**src/rtl/lms_pkg.sv**
```systemverilog
`timescale 1ns/1ps
package lms_pkg;
  // Controller phases: idle, filter pass, error forming, weight-update pass
  typedef enum logic [1:0] {
    ST_IDLE = 2'd0,
    ST_ACC  = 2'd1,
    ST_FIN  = 2'd2,
    ST_UPD  = 2'd3
  } lms_state_e;
endpackage

```
**src/rtl/lms_prep.sv**
```systemverilog
`timescale 1ns/1ps
module lms_prep #(
  parameter int WORD_W = 16,
  parameter int SAMP_W = 12,
  parameter int SUM_W  = 14
) (
  input  logic [WORD_W-1:0]        prim_word,
  input  logic [WORD_W-1:0]        ref_word,
  output logic signed [SAMP_W-1:0] ref_samp,
  output logic signed [SUM_W-1:0]  corrupt
);
  logic [SAMP_W-1:0]       prim_low;
  logic [SAMP_W-1:0]       ref_low;
  logic signed [SUM_W-1:0] prim_ext;
  logic signed [SUM_W-1:0] ref_ext;
  logic                    unused_hi;

  always_comb begin
    prim_low = prim_word[SAMP_W-1:0];
    ref_low  = ref_word[SAMP_W-1:0];
    // offset binary to two's complement: flip the top bit
    ref_samp = $signed({~ref_low[SAMP_W-1], ref_low[SAMP_W-2:0]});
    prim_ext = SUM_W'(prim_low);
    ref_ext  = SUM_W'(ref_samp);
    corrupt  = prim_ext + ref_ext;
  end

  assign unused_hi = ^{prim_word[WORD_W-1:SAMP_W], ref_word[WORD_W-1:SAMP_W]};
endmodule

```
**src/rtl/lms_ctrl.sv**
```systemverilog
`timescale 1ns/1ps
module lms_ctrl
  import lms_pkg::*;
#(
  parameter int TAPS  = 32,
  parameter int IDX_W = 5
) (
  input  logic             clk,
  input  logic             rst_n,
  input  logic             in_vld,
  output logic             accept,
  output logic             busy,
  output logic             acc_clr,
  output logic             acc_en,
  output logic             fin,
  output logic             upd_en,
  output logic             out_vld,
  output logic [IDX_W-1:0] idx
);
  localparam logic [IDX_W-1:0] LAST = IDX_W'(TAPS - 1);

  lms_state_e       state_q, state_nxt;
  logic [IDX_W-1:0] idx_q, idx_nxt;
  logic             vld_q, vld_nxt;

  always_comb begin
    state_nxt = state_q;
    idx_nxt   = idx_q;
    case (state_q)
      ST_IDLE: begin
        if (in_vld) begin
          state_nxt = ST_ACC;
          idx_nxt   = '0;
        end
      end
      ST_ACC: begin
        if (idx_q == LAST) state_nxt = ST_FIN;
        else               idx_nxt   = idx_q + 1'b1;
      end
      ST_FIN: begin
        state_nxt = ST_UPD;
        idx_nxt   = LAST;
      end
      ST_UPD: begin
        if (idx_q == '0) state_nxt = ST_IDLE;
        else             idx_nxt   = idx_q - 1'b1;
      end
      default: state_nxt = ST_IDLE;
    endcase
    vld_nxt = (state_q == ST_FIN);
  end

  always_ff @(posedge clk or negedge rst_n) begin
    if (!rst_n) begin
      state_q <= ST_IDLE;
      idx_q   <= '0;
      vld_q   <= 1'b0;
    end else begin
      state_q <= state_nxt;
      idx_q   <= idx_nxt;
      vld_q   <= vld_nxt;
    end
  end

  assign accept  = (state_q == ST_IDLE) && in_vld;
  assign busy    = (state_q != ST_IDLE);
  assign acc_clr = accept;
  assign acc_en  = (state_q == ST_ACC);
  assign fin     = (state_q == ST_FIN);
  assign upd_en  = (state_q == ST_UPD);
  assign out_vld = vld_q;
  assign idx     = idx_q;

  // an accepted strobe starts a busy window
  p_accept_busy_r7: assert property (@(posedge clk) disable iff (!rst_n)
    (in_vld && !busy) |=> busy);

  // a strobe during the busy window does not shorten or restart it
  p_ignore_busy_r7: assert property (@(posedge clk) disable iff (!rst_n)
    (busy && in_vld && !(state_q == ST_UPD && idx_q == '0)) |=> busy);

  // valid is a single-cycle pulse
  p_vld_pulse_r8: assert property (@(posedge clk) disable iff (!rst_n)
    out_vld |=> !out_vld);

  // update pass walks taps downward, one per cycle
  p_upd_order_r9: assert property (@(posedge clk) disable iff (!rst_n)
    (state_q == ST_UPD && idx_q != '0) |=> (state_q == ST_UPD && idx_q == $past(idx_q) - 1'b1));
endmodule

```
**src/rtl/lms_taps.sv**
```systemverilog
`timescale 1ns/1ps
module lms_taps #(
  parameter int TAPS   = 32,
  parameter int SAMP_W = 12,
  parameter int COEF_W = 24,
  parameter int IDX_W  = 5
) (
  input  logic                     clk,
  input  logic                     rst_n,
  input  logic                     load_en,
  input  logic signed [SAMP_W-1:0] load_samp,
  input  logic                     upd_en,
  input  logic [IDX_W-1:0]         sel,
  input  logic signed [COEF_W-1:0] coef_new,
  output logic signed [SAMP_W-1:0] samp_rd,
  output logic signed [COEF_W-1:0] coef_rd
);
  logic signed [SAMP_W-1:0] line_q  [TAPS];
  logic signed [SAMP_W-1:0] line_in [TAPS];
  logic signed [COEF_W-1:0] coef_q  [TAPS];
  logic [TAPS-1:0]          coef_we;
  logic [TAPS-1:0]          line_we;

  for (genvar g = 0; g < TAPS; g++) begin : g_tap
    assign coef_we[g] = upd_en && (sel == IDX_W'(g));
    if (g == 0) begin : g_head
      assign line_we[g] = load_en;
      assign line_in[g] = load_samp;
    end else begin : g_body
      // entry g takes its neighbour's value right after that neighbour's weight update
      assign line_we[g] = upd_en && (sel == IDX_W'(g - 1));
      assign line_in[g] = line_q[g-1];
    end
  end

  always_ff @(posedge clk or negedge rst_n) begin
    if (!rst_n) begin
      for (int k = 0; k < TAPS; k++) begin
        line_q[k] <= '0;
        coef_q[k] <= '0;
      end
    end else begin
      for (int k = 0; k < TAPS; k++) begin
        if (coef_we[k]) coef_q[k] <= coef_new;
        if (line_we[k]) line_q[k] <= line_in[k];
      end
    end
  end

  assign samp_rd = line_q[sel];
  assign coef_rd = coef_q[sel];
endmodule

```
**src/rtl/lms_mac.sv**
```systemverilog
`timescale 1ns/1ps
module lms_mac #(
  parameter int SAMP_W = 12,
  parameter int COEF_W = 24,
  parameter int OUT_W  = 16,
  parameter int SUM_W  = 14,
  parameter int MU_W   = 5,
  parameter int ACC_W  = 41,
  parameter int EST_SH = 20
) (
  input  logic                     clk,
  input  logic                     rst_n,
  input  logic                     acc_clr,
  input  logic                     acc_en,
  input  logic                     fin,
  input  logic                     upd_en,
  input  logic signed [SAMP_W-1:0] samp_rd,
  input  logic signed [COEF_W-1:0] coef_rd,
  input  logic signed [SUM_W-1:0]  corrupt_q,
  input  logic [MU_W-1:0]          mu_q,
  output logic signed [COEF_W-1:0] coef_new,
  output logic signed [OUT_W-1:0]  err_q
);
  localparam int PROD_W = SAMP_W + COEF_W;
  localparam int DLT_W  = PROD_W + 1;
  localparam int WS_W   = PROD_W + 2;

  logic signed [COEF_W-1:0] mul_b;
  logic signed [PROD_W-1:0] prod;
  logic signed [ACC_W-1:0]  acc_q, acc_nxt;
  logic signed [ACC_W-1:0]  est;
  logic signed [ACC_W:0]    diff;
  logic signed [OUT_W-1:0]  err_sat, err_nxt;
  logic signed [DLT_W-1:0]  dbl, dlt;
  logic signed [WS_W-1:0]   wsum;

  always_comb begin
    // one multiplier: weight operand while filtering, error operand while adapting
    mul_b = upd_en ? COEF_W'(err_q) : coef_rd;
    prod  = PROD_W'(samp_rd) * PROD_W'(mul_b);

    acc_nxt = acc_q;
    if (acc_clr)     acc_nxt = '0;
    else if (acc_en) acc_nxt = acc_q + ACC_W'(prod);

    est  = acc_q >>> EST_SH;
    diff = (ACC_W+1)'(corrupt_q) - (ACC_W+1)'(est);
    if (diff[ACC_W:OUT_W-1] == {(ACC_W-OUT_W+2){diff[ACC_W]}})
      err_sat = diff[OUT_W-1:0];
    else
      err_sat = diff[ACC_W] ? {1'b1, {(OUT_W-1){1'b0}}} : {1'b0, {(OUT_W-1){1'b1}}};
    err_nxt = fin ? err_sat : err_q;

    dbl  = $signed({prod, 1'b0});
    dlt  = dbl >>> mu_q;
    wsum = WS_W'(coef_rd) + WS_W'(dlt);
    if (wsum[WS_W-1:COEF_W-1] == {(WS_W-COEF_W+1){wsum[WS_W-1]}})
      coef_new = wsum[COEF_W-1:0];
    else
      coef_new = wsum[WS_W-1] ? {1'b1, {(COEF_W-1){1'b0}}} : {1'b0, {(COEF_W-1){1'b1}}};
  end

  always_ff @(posedge clk or negedge rst_n) begin
    if (!rst_n) begin
      acc_q <= '0;
      err_q <= '0;
    end else begin
      acc_q <= acc_nxt;
      err_q <= err_nxt;
    end
  end
endmodule

```
**src/rtl/lms_canceller.sv**
```systemverilog
`timescale 1ns/1ps
module lms_canceller #(
  parameter int WORD_W = 16,
  parameter int SAMP_W = 12,
  parameter int COEF_W = 24,
  parameter int FRAC_W = 8,
  parameter int TAPS   = 32,
  parameter int OUT_W  = 16,
  parameter int MU_W   = 5
) (
  input  logic              clk,
  input  logic              rst_n,
  input  logic              in_vld,
  input  logic [WORD_W-1:0] prim_word,
  input  logic [WORD_W-1:0] ref_word,
  input  logic [MU_W-1:0]   mu_shift,
  output logic              busy,
  output logic [OUT_W-1:0]  corrupt_out,
  output logic              corrupt_vld,
  output logic [OUT_W-1:0]  err_out,
  output logic              err_vld
);
  localparam int IDX_W  = $clog2(TAPS);
  localparam int SUM_W  = SAMP_W + 2;
  localparam int ACC_W  = SAMP_W + COEF_W + IDX_W;
  localparam int EST_SH = SAMP_W + FRAC_W;

  logic [1:0]               rst_pipe;
  logic                     rst_core;
  logic                     accept, acc_clr, acc_en, fin, upd_en, out_vld;
  logic [IDX_W-1:0]         idx;
  logic signed [SAMP_W-1:0] ref_samp, samp_rd;
  logic signed [SUM_W-1:0]  corrupt_c, corrupt_q, corrupt_nxt;
  logic [MU_W-1:0]          mu_q, mu_nxt;
  logic signed [COEF_W-1:0] coef_rd, coef_new;
  logic signed [OUT_W-1:0]  err_q;
  logic [OUT_W-1:0]         cor_out_q, cor_out_nxt;

  // asynchronous assert, synchronous release
  always_ff @(posedge clk or negedge rst_n) begin
    if (!rst_n) rst_pipe <= '0;
    else        rst_pipe <= {rst_pipe[0], 1'b1};
  end
  assign rst_core = rst_pipe[1];

  lms_prep #(.WORD_W(WORD_W), .SAMP_W(SAMP_W), .SUM_W(SUM_W)) u_prep (
    .prim_word (prim_word),
    .ref_word  (ref_word),
    .ref_samp  (ref_samp),
    .corrupt   (corrupt_c)
  );

  lms_ctrl #(.TAPS(TAPS), .IDX_W(IDX_W)) u_ctrl (
    .clk     (clk),
    .rst_n   (rst_core),
    .in_vld  (in_vld),
    .accept  (accept),
    .busy    (busy),
    .acc_clr (acc_clr),
    .acc_en  (acc_en),
    .fin     (fin),
    .upd_en  (upd_en),
    .out_vld (out_vld),
    .idx     (idx)
  );

  lms_taps #(.TAPS(TAPS), .SAMP_W(SAMP_W), .COEF_W(COEF_W), .IDX_W(IDX_W)) u_taps (
    .clk       (clk),
    .rst_n     (rst_core),
    .load_en   (accept),
    .load_samp (ref_samp),
    .upd_en    (upd_en),
    .sel       (idx),
    .coef_new  (coef_new),
    .samp_rd   (samp_rd),
    .coef_rd   (coef_rd)
  );

  lms_mac #(
    .SAMP_W(SAMP_W), .COEF_W(COEF_W), .OUT_W(OUT_W), .SUM_W(SUM_W),
    .MU_W(MU_W), .ACC_W(ACC_W), .EST_SH(EST_SH)
  ) u_mac (
    .clk       (clk),
    .rst_n     (rst_core),
    .acc_clr   (acc_clr),
    .acc_en    (acc_en),
    .fin       (fin),
    .upd_en    (upd_en),
    .samp_rd   (samp_rd),
    .coef_rd   (coef_rd),
    .corrupt_q (corrupt_q),
    .mu_q      (mu_q),
    .coef_new  (coef_new),
    .err_q     (err_q)
  );

  always_comb begin
    corrupt_nxt = accept ? corrupt_c : corrupt_q;
    mu_nxt      = accept ? mu_shift  : mu_q;
    cor_out_nxt = fin ? OUT_W'(corrupt_q) : cor_out_q;
  end

  always_ff @(posedge clk or negedge rst_core) begin
    if (!rst_core) begin
      corrupt_q <= '0;
      mu_q      <= '0;
      cor_out_q <= '0;
    end else begin
      corrupt_q <= corrupt_nxt;
      mu_q      <= mu_nxt;
      cor_out_q <= cor_out_nxt;
    end
  end

  assign corrupt_out = cor_out_q;
  assign err_out     = err_q;
  assign corrupt_vld = out_vld;
  assign err_vld     = out_vld;

  // error word only moves when its strobe is raised
  p_err_hold_r5: assert property (@(posedge clk) disable iff (!rst_core)
    !err_vld |-> $stable(err_out));

  // corrupted word only moves when its strobe is raised
  p_corrupt_hold_r3: assert property (@(posedge clk) disable iff (!rst_core)
    !corrupt_vld |-> $stable(corrupt_out));
endmodule

```
**config.mk**
```make
export PLATFORM = sky130hd
export DESIGN_NAME = lms_canceller
export DESIGN_NICKNAME = d
export VERILOG_FILES = /design/src/rtl/lms_pkg.sv /design/src/rtl/lms_prep.sv /design/src/rtl/lms_ctrl.sv /design/src/rtl/lms_taps.sv /design/src/rtl/lms_mac.sv /design/src/rtl/lms_canceller.sv
export SDC_FILE = /design/constraint.sdc
export NUM_CORES = 2
export LEC_CHECK = 0
export BUFFER_PORTS_ARGS = -buffer_cell sky130_fd_sc_hd__clkbuf_2
export CORE_ASPECT_RATIO = 1.75
export CORE_MARGIN = 5
export CORE_UTILIZATION = 33
export CTS_CLUSTER_DIAMETER = 50
export DETAILED_ROUTE_END_ITERATION = 8
export HOLD_SLACK_MARGIN = 0.08
export MAX_ROUTING_LAYER = met4
export SLEW_MARGIN = 0
export SYNTH_ARGS = -nofsm -noshare
export SYNTH_HDL_FRONTEND = slang
export SYNTH_SLANG_ARGS = --single-unit
```
**constraint.sdc**
```tcl
create_clock -name clk -period 43.4 [get_ports clk]
set_clock_uncertainty 0.2 [all_clocks]
set_input_delay 4.34 -clock clk [delete_from_list [all_inputs] [get_ports clk]]
set_output_delay 4.34 -clock clk [all_outputs]
set_load 0.01 [all_outputs]
```
==> impl_results.md <==
- Hold path start: rst_pipe[0]$_DFF_PN0_
- Die footprint: 250,000 um^2
- Ys async rst share: 100%
- Area Growth Syn to Fin: 9.02%
- Vias in the first global route: 64,654
- Number of buffers and inverters on the critical path: 15
- Synth area leaders: dfrtp_1 (40%), mux4_2 (11%), nand2_1 (8.2%)
- Die Ht: roughly 660 um
- Final instance area: around 86,000 um^2
- Fin. Hold Viols: 0
- Initial core utilization: 33.1%
- Die Width: around 380 um
- Post-synth EDFFs: 0
- FF+latch count, synth: approximately 1,300
- Sequential cell area fraction in the yosys report: 39.6%
- GRT Total Usage: 21.8%
- Synthesized instance count: 8,024
- Mapped cell area: between 70,000 and 80,000 um^2
- YS warnings: 0
- Hold Path Sink: rst_pipe[1]$_DFF_PN0_
- Least-Margin Pin Slew: 1250 ps
- Detailed Place HPWL: 180 mm
- Yosys top cell by area: dfrtp_1
- Syn avg cell area: 9.87 um^2
- FMAX: 44.9 MHz
- Largest family of logic cells by synthesized area: simple AND/OR/NAND/NOR gates
- First-pass GRT wire length: 410 mm
- Place WS: about 22,000 ps
- Post-synthesis mux area share: 14.9%
- Synth cell types: 76
- R2R cell count: 48
- Synthesized net count: 8,526
- Req. time, crit path: between 40,000 and 50,000 ps
- Share of the synthesized area in the top cell type: just under 40%
- Worst path slowest cell: buf_4
- R2R Path Start: u_ctrl.idx[0]$_DFFE_PN0P_
- Routed WL per cell: 25.1 um
- Setup crit start kind: flip-flop
- Placed inst area: 82,300 um^2
- Ports: 75
- Final wirelength: 273 mm
- RSZ-0062 raised after global routing: no
- Normalized max-slew margin: between 10% and 20%
- 1st-pass router iterations: 6
- Slew Viols, Final: 0
- Simple-gate portion of the synthesized area: 15.0%
- Site row count: 238
- Core Region: 239,000 um^2
- Synth Flop Type: dfrtp_1
- Residual DRC count: 0
- Initial antenna violation count: 5
- Setup violations, final: 0
- Max incr delay on CP: 1000 ps
- Final #Nets: 8,154
- FF-to-FF End: u_taps.coef_q[224]$_DFFE_PN0P_
- Post-route ant nets: 0
- WP data arrival: ~23,000 ps
- XOR/XNOR Fraction of Synth Area: under 10%
- Largest net degree at the start of global routing: 189
- CTS Hold Buffers Added: 0
- CTS clk-pin slew, worst paths: 70 ps
- Crit path top cell by count: buf_4
- Status: finished, final reports clean
- Global placer's final weighted congestion: 0.920
- Tightest Hold Check Type: flip-flop to flip-flop
- Flop2flop setup slack: 21,120 ps
- Layout cell share with drive strength beyond 1: 15.0%
- Top delay family on crit path: buffers and inverters
- Max-cap violations: 0
- CTS Buffer Depth: 3
- TritonCTS clock tree: done
- Final min period: 22,280 ps
- CP Class: flip-flop to flip-flop
- Crit share post-route: ~51%
- Compound-gate portion of the synthesized area: 13.8%
- Worst-path fanout max: 104
- Worst Setup End Kind: flip-flop
- Drt first-iter violations: about 6,500
- TritonCTS Buffers: 111
- Insertion delay to the later sink of the worst-skew pair: 760 ps
- Port bufs: 66
- Hold Path Depth: 0
- Setup bufs post-CTS: 0
- Crit. Startpoint: u_ctrl.idx[0]$_DFFE_PN0P_
- Vias/cell: 5.85
- H-tree depth: 3
- Global route overflow: 0
- Setup TNS: 0 ps
- Clock Tree Root: clkbuf_16
- Post-cts resize count: 0
- Num Clock Sinks: 1,252
- Fin worst setup slack: 21,120 ps
- Worst Hold Margin: 148 ps
- Via count: between 60,000 and 70,000
- Synth Area in Adders: 9.78%
==> cell usage after synthesis, types with 154 or more instances <==
cell,number
dfrtp_1,1252
ha_1,200
a21oi_1,177
a32oi_1,636
clkbuf_1,483
nand2_1,1721
buf_2,154
fa_1,262
mux4_2,370
inv_1,407
mux2_2,256
nor2_1,844
==> placed cells by master (no fill, tap or decap), types with 29 or more instances in the layout <==
cell type	count
nand2_1	1694
dfrtp_1	1247
nor2_1	843
a32oi_1	636
inv_1	407
mux4_2	370
fa_1	262
mux2_2	256
ha_1	197
a21oi_1	177
buf_4	173
o21ai_0	151
clkbuf_16	112
nand3_1	91
a21o_1	68
clkbuf_2	66
xnor2_1	63
o211ai_1	52
mux2i_1	51
nor3_1	47
nand4_1	47
nor2b_1	45
a211o_1	43
o311ai_0	40
a211oi_1	37
xor2_1	35
and2_1	32
clkbuf_8	29
==> cells by family (layout without fill, tap and decap cells) <==
| kind of cell | Yosys count | after routing |
|---|---|---|
| AND/OR/NAND/NOR | 2944 | 2944 |
| other | 1 | 7 |
| AO/OA/AOI/OAI | 1423 | 1423 |
| adder cells (fa/ha/maj) | 462 | 462 |
| flip-flops | 1252 | 1252 |
| multiplexers | 681 | 681 |
| buffers and inverters | 1142 | 864 |
| XOR/XNOR | 119 | 119 |
==> registers in the layout, summed over array words and instances, names as in the netlist <==
register / cells
u_taps.line_q: 12
u_mac.acc_q: 41
u_ctrl.idx: 5
u_taps.line_in: 372
rst_pipe: 2
u_mac.err_q: 16
corrupt_q: 14
u_ctrl.out_vld: 1
u_ctrl.state_q: 2
corrupt_out: 14
u_taps.coef_q: 768
mu_q: 5
==> stage by stage <==
stage / utilization [%] / instances
after floorplan: - / 8024
after global routing: 36.1 / 10870
final: 36.1 / 10872
after global placement: 34.4 / 10659
after CTS: 36.1 / 10866
after detailed placement: 34.4 / 10659
==> worst max-delay path by stage <==
stage                                          end  cells after the start
floorplan               corrupt_out[0]$_DFFE_PN0P_                      0
global placement    u_taps.coef_q[107]$_DFFE_PN0P_                     48
detailed placement  u_taps.coef_q[224]$_DFFE_PN0P_                     48
CTS                 u_taps.coef_q[224]$_DFFE_PN0P_                     48
global route        u_taps.coef_q[107]$_DFFE_PN0P_                     49
finish              u_taps.coef_q[224]$_DFFE_PN0P_                     48
==> area by class of cell <==
| class | instances | area (um^2) |
|---|---|---|
| diodes | 6 | 15.0 |
| clock buffers | 155 | 3250 |
| clock inverters | 52 | 771 |
| fillers | 23763 | 153000 |
| inverters | 411 | 1540 |
| multi-input cells | 5630 | 43700 |
| flip-flops and latches | 1252 | 31300 |
| well taps | 3120 | 3900 |
| repair buffers | 246 | 1770 |
==> per-layer routing <==
layer | vias to the layer above | track usage [%] | share of wire, %
met5 | - | - | 0
met4 | 0 | 17.3 | 9.8
met3 | 866 | 2.52 | 6.0
met2 | 2867 | 37.2 | 50
met1 | 32230 | 22.8 | 34
li1 | 27622 | - | -
Power is not shown: default switching activity piles up to over one toggle a cycle in this logic, so the estimate is an artifact.
